[src/rtl/sar_seq_pkg.sv]
package sar_seq_pkg;
  typedef enum logic [1:0] {SW_GND = 2'b00, SW_REF = 2'b01, SW_SMP = 2'b10} sw_code_e;
  typedef enum logic [1:0] {PH_SAMPLE = 2'd0, PH_TRAP = 2'd1, PH_TRIAL = 2'd2} phase_e;

  // code for one capacitor: the top one samples while idle, otherwise a bit maps to ref/gnd
  function automatic sw_code_e cap_code(input phase_e ph, input logic is_top, input logic bit_on);
    if (ph == PH_SAMPLE) return is_top ? SW_SMP : SW_GND;
    return bit_on ? SW_REF : SW_GND;
  endfunction
endpackage

[src/rtl/sar_seq_ctrl.sv]
module sar_seq_ctrl
  import sar_seq_pkg::*;
#(
  parameter int N  = 12,
  parameter int IW = (N > 1) ? $clog2(N) : 1
) (
  input  logic          clk,
  input  logic          rst_n,
  input  logic          start_i,
  output phase_e        phase_o,
  output logic [IW-1:0] idx_o,
  output logic          accept_o,
  output logic          seed_o,
  output logic          decide_o,
  output logic          last_o
);
  phase_e        phase_q;
  logic [IW-1:0] idx_q;

  assign accept_o = (phase_q == PH_SAMPLE) && start_i;
  assign seed_o   = (phase_q == PH_TRAP);
  assign decide_o = (phase_q == PH_TRIAL);
  assign last_o   = decide_o && (idx_q == '0);
  assign phase_o  = phase_q;
  assign idx_o    = idx_q;

  always_ff @(posedge clk or negedge rst_n) begin
    if (!rst_n) begin
      phase_q <= PH_SAMPLE;
      idx_q   <= '0;
    end else begin
      unique case (phase_q)
        PH_SAMPLE: if (start_i) phase_q <= PH_TRAP;
        PH_TRAP: begin
          phase_q <= PH_TRIAL;
          idx_q   <= IW'(N - 1);
        end
        PH_TRIAL: begin
          if (idx_q == '0) phase_q <= PH_SAMPLE;
          else             idx_q   <= idx_q - 1'b1;
        end
        default: phase_q <= PH_SAMPLE;
      endcase
    end
  end


  start_trap_chk: assert property (@(posedge clk) disable iff (!rst_n)
    accept_o |=> seed_o);

  idx_step_chk: assert property (@(posedge clk) disable iff (!rst_n)
    (decide_o && !last_o) |=> (decide_o && idx_o == $past(idx_o) - 1'b1));

  busy_ignore_chk: assert property (@(posedge clk) disable iff (!rst_n)
    (seed_o || (decide_o && !last_o)) |=> (phase_o != PH_SAMPLE) && (phase_o != PH_TRAP || !$past(decide_o)));
endmodule

[src/rtl/sar_seq_bits.sv]
module sar_seq_bits #(
  parameter int N  = 12,
  parameter int IW = (N > 1) ? $clog2(N) : 1
) (
  input  logic          clk,
  input  logic          rst_n,
  input  logic          clear_i,
  input  logic          seed_i,
  input  logic          decide_i,
  input  logic [IW-1:0] idx_i,
  input  logic          cmp_i,
  output logic [N-1:0]  bits_o
);
  logic [N-1:0] bits_q;

  // latch the tested bit from the comparator, then raise the next lower trial bit
  function automatic logic [N-1:0] step_bits(input logic [N-1:0] b, input logic [IW-1:0] k,
                                             input logic c);
    logic [N-1:0] r;
    r    = b;
    r[k] = c;
    if (k != '0) r[k - 1'b1] = 1'b1;
    return r;
  endfunction

  always_ff @(posedge clk or negedge rst_n) begin
    if (!rst_n)        bits_q <= '0;
    else if (clear_i)  bits_q <= '0;
    else if (seed_i)   bits_q <= {1'b1, {(N-1){1'b0}}};
    else if (decide_i) bits_q <= step_bits(bits_q, idx_i, cmp_i);
  end

  assign bits_o = bits_q;


  cmp_latch_chk: assert property (@(posedge clk) disable iff (!rst_n)
    decide_i |=> bits_o[$past(idx_i)] == $past(cmp_i));
endmodule

[src/rtl/sar_seq_map.sv]
module sar_seq_map
  import sar_seq_pkg::*;
#(
  parameter int N = 12
) (
  input  phase_e         phase_i,
  input  logic [N-1:0]   bits_i,
  output logic [2*N-1:0] codes_o
);
  for (genvar i = 0; i < N; i++) begin : g_cap
    assign codes_o[2*i +: 2] = cap_code(phase_i, (i == N - 1), bits_i[i]);
  end
endmodule

[src/rtl/sar_cap_sequencer.sv]
module sar_cap_sequencer
  import sar_seq_pkg::*;
#(
  parameter int N = 12
) (
  input  logic           clk,
  input  logic           rst_n,
  input  logic           start_i,
  input  logic           cmp_i,
  output logic [2*N-1:0] sw_code_o,
  output logic           azero_o,
  output logic           busy_o,
  output logic [N-1:0]   result_o
);
  localparam int IW = (N > 1) ? $clog2(N) : 1;
  localparam logic [2*N-1:0] FIRST_TRIAL = (2*N)'(SW_REF) << (2*(N-1));
  localparam logic [2*N-1:0] IDLE_CODES  = (2*N)'(SW_SMP) << (2*(N-1));

  phase_e        phase_w;
  logic [IW-1:0] idx_w;
  logic          accept_w, seed_w, decide_w, last_w;
  logic [N-1:0]  bits_w, final_w, result_q;

  sar_seq_ctrl #(.N(N), .IW(IW)) u_ctrl (
    .clk(clk), .rst_n(rst_n), .start_i(start_i), .phase_o(phase_w), .idx_o(idx_w),
    .accept_o(accept_w), .seed_o(seed_w), .decide_o(decide_w), .last_o(last_w));

  sar_seq_bits #(.N(N), .IW(IW)) u_bits (
    .clk(clk), .rst_n(rst_n), .clear_i(accept_w), .seed_i(seed_w), .decide_i(decide_w),
    .idx_i(idx_w), .cmp_i(cmp_i), .bits_o(bits_w));

  sar_seq_map #(.N(N)) u_map (.phase_i(phase_w), .bits_i(bits_w), .codes_o(sw_code_o));

  always_comb begin
    final_w    = bits_w;
    final_w[0] = cmp_i;
  end

  always_ff @(posedge clk or negedge rst_n) begin
    if (!rst_n)      result_q <= '0;
    else if (last_w) result_q <= final_w;
  end

  assign result_o = result_q;
  assign busy_o   = (phase_w != PH_SAMPLE);
  assign azero_o  = (phase_w == PH_SAMPLE);


  result_hold_chk: assert property (@(posedge clk) disable iff (!rst_n)
    !last_w |=> $stable(result_o));

  first_trial_chk: assert property (@(posedge clk) disable iff (!rst_n)
    seed_w |=> sw_code_o == FIRST_TRIAL);

  back_to_sample_chk: assert property (@(posedge clk) disable iff (!rst_n)
    last_w |=> (!busy_o && azero_o && sw_code_o == IDLE_CODES));

  trap_ground_chk: assert property (@(posedge clk) disable iff (!rst_n)
    accept_w |=> (sw_code_o == '0 && !azero_o));
endmodule

[config.mk]
export PLATFORM = sky130hd
export DESIGN_NAME = sar_cap_sequencer
export DESIGN_NICKNAME = d
export VERILOG_FILES = /design/src/rtl/sar_seq_pkg.sv /design/src/rtl/sar_seq_ctrl.sv /design/src/rtl/sar_seq_bits.sv /design/src/rtl/sar_seq_map.sv /design/src/rtl/sar_cap_sequencer.sv
export SDC_FILE = /design/constraint.sdc
export NUM_CORES = 1
export LEC_CHECK = 0
export CAP_MARGIN = 10
export CORE_ASPECT_RATIO = 0.6
export CORE_UTILIZATION = 46
export CTS_BUF_LIST = sky130_fd_sc_hd__clkbuf_4 sky130_fd_sc_hd__clkbuf_8 sky130_fd_sc_hd__clkbuf_16
export DETAILED_ROUTE_END_ITERATION = 12
export HOLD_SLACK_MARGIN = 0.15
export PLACE_DENSITY = 0.77
export SKIP_CTS_REPAIR_TIMING = 1
export SLEW_MARGIN = 5
export SYNTH_ARGS = -nofsm -noshare
export SYNTH_HDL_FRONTEND = slang
export SYNTH_SLANG_ARGS = --single-unit
[constraint.sdc]
create_clock -name clk -period 2 [get_ports clk]
set_clock_uncertainty 0.2 [all_clocks]
set_input_delay 0.2 -clock clk [delete_from_list [all_inputs] [get_ports clk]]
set_output_delay 0.2 -clock clk [all_outputs]
set_load 0.02 [all_outputs]
==> run summary <==
DR iter-0 viols = 131
horizontal die dimension = 86.10 um
Sink Count = 30
clock root cell = clkbuf_8
crit end category = register
total power draw = 2.852 mW
top-count cell post-synth = dfrtp_1
Global Route met2 Usage = 35.19%
worst skew pair latency = 0.29 ns
CTS tree = done
DR WL/cell = 16.09 um
Internal Pwr Total = 1.616 mW
Total GRT Usage = 24.00%
nets = 260
Worst-path clk slew = 0.07 ns
ANT cells = 0
maximum VDD drop = 0.7488 mV
static leakage = 1.377 nW
GRT met3 Usage = 7.559%
GP Congestion = 0.9907
final worst-path cycle share = 94.25%
Ys Warns = 0
WS Path Type = register to register
clock share of power = 18.3%
Port Buf Inserts = 30
Hold Crit Class = register to register
unrepaired setup endpoints after global routing = false
Worst Path Max Fanout = 9
clock tree buffer depth = 2
syn_area_per_cell = 10.06 um^2
Fin. Hold Viols = 0
area grow syn2layout = 31.28%
Total Wirelength = 4.875 mm
Sw Ratio = 43.35%
critical path launch point type = register
synth cell count leaders = dfrtp_1, buf_4, nor2b_1, ha_1, mux2_2
Starting Density = 50.70%
Pre-antenna DRT Iters = 4
logic gate share of total power = 55.8%
Synth top area share = 38.46%
power per cell area = 1113 nW/um^2
vias per inst = 5.591
Slew Viols, Final = 0
commonest register cell after synthesis = dfrtp_1
total CTS buffers = 5
total number of vias = 1694
largest net degree at the start of global routing = 31
Critical Path AT = 1.85 ns
Synth area leaders = dfrtp_1, ha_1, mux2_2
Place WS = 0.06939 ns
Core Box Area = 3850 um^2
max frequency = 530.5 MHz
min cycle time layout = 1.885 ns
Mapped Area = 1952 um^2
vias in the first global route = 1555
EDFF count, synth = 0
Synth cell types = 50
met1 Use GR = 34.09%
DIE AREA = 4516 um^2
H-tree levels = 2
Setup Viol. Count Final = 0
cell count after synthesis = 194
die span in y = 52.46 um
Routed Antenna Nets = 0
switching power total = 1.236 mW
Critical Path RT = 1.97 ns
first-pass GRT wire length = 7.983 mm
hpwl dp = 3.633 mm
row cnt = 17
initial antenna violation count = 0
Synth async-reset ratio = 100.0%
Top-Level Pins = 42
sequential share of power = 25.9%
status = completed
Seq/Total Area, Yosys = 38.46%
layout cells sized above 1 = 25.61%
Most Crowded Layer GR = met2
final worst setup slack = 0.1150 ns
gr ovfl total = 0
register bit total from synthesis = 30
Synth area leader = dfrtp_1
max-cap viol count = 0
Post-route DRC = 0
## routing by layer
layer,share of wire (%),vias to the layer above
met2,42,88
met3,9.0,6
met4,0.70,0
met5,0,-
met1,48,817
li1,-,783
## state kept, by name (all words and copies together), names as in the netlist
signal	count
result_o	12
u_bits.bits_o	12
u_ctrl.idx_o	4
u_ctrl.phase_o	2
## power by group through the flow
stage / Clock, mW / Combinational [mW] / Sequential [mW]
after CTS: 0.523 / 1.51 / 0.737
after global placement: 0 / 1.48 / 0.741
after floorplan: 0 / 0.939 / 0.750
final: 0.522 / 1.59 / 0.739
after global routing: 0.560 / 1.72 / 0.749
after detailed placement: 0 / 1.50 / 0.748
## per-stage QoR
step	hold slack, ns	util, %	TNS (ns)	cells	area [um^2]
finish	0.3037	66.56	0	303	2562
global route	0.3283	66.56	0	303	2562
CTS	0.1290	64.61	-3.033	302	2487
detailed placement	0.2957	62.14	0	294	2392
global placement	0.2609	62.14	0	294	2392
floorplan	-0.2956	-	0	204	1994
## logic make-up after synthesis
family          after synthesis  synth area share [%]
mux                          13                 7.372
flops                        30                 38.46
simple gates                 50                 16.35
buf+inv                      32                 10.06
other cells                   1                0.1921
fa+ha+maj                    11                 7.051
compound gates               57                 20.51
## area by class of cell
class	count	area [um^2]
clock buffer	6	82.58
clock inverter	2	12.51
fill	314	1287
inverter	10	37.54
multi-input combinational	142	1072
sequential	30	750.7
tap	57	71.32
timing repair buffer	56	535.5
## worst max-delay path, cell delays in order, from the launching register on
cell      delay [ns]
dfrtp_1         0.40
inv_1           0.09
ha_2            0.30
nand2b_4        0.10
buf_4           0.17
a211oi_1        0.07
o21a_1          0.18
a221o_1         0.26
## placed cells by master, fill, tap and decap left out, types with 5 or more instances in the layout
cell type and n:
ha_1 9, a21oi_1 9, nor2b_1 13, clkbuf_8 6, clkdlybuf4s50_1 15, buf_4 25
conb_1 11, a211oi_1 8, o21ai_0 10, dfrtp_1 30, dlymetal6s2s_1 15, mux2_2 11
inv_1 9, nand2_1 5
## final timing paths
| check | startpoint | end | slack, ns | cells past startpoint |
|---|---|---|---|---|
| setup / recovery | u_ctrl.phase_o[0] | u_bits.bits_o[6] | 0.12 | 7 |
| hold / removal | result_o[0] | result_o[0] | 0.30 | 2 |
| setup reg to reg | u_ctrl.phase_o[0] | u_bits.bits_o[6] | 0.12 | 7 |
| hold reg to reg | result_o[0] | result_o[0] | 0.30 | 2 |
| max in group asynchronous | rst_n | u_ctrl.idx_o[3] | 0.64 | 3 |
| min in group asynchronous | rst_n | result_o[4] | 0.66 | 3 |
No activity file was read; power rests on OpenSTA's default activity.
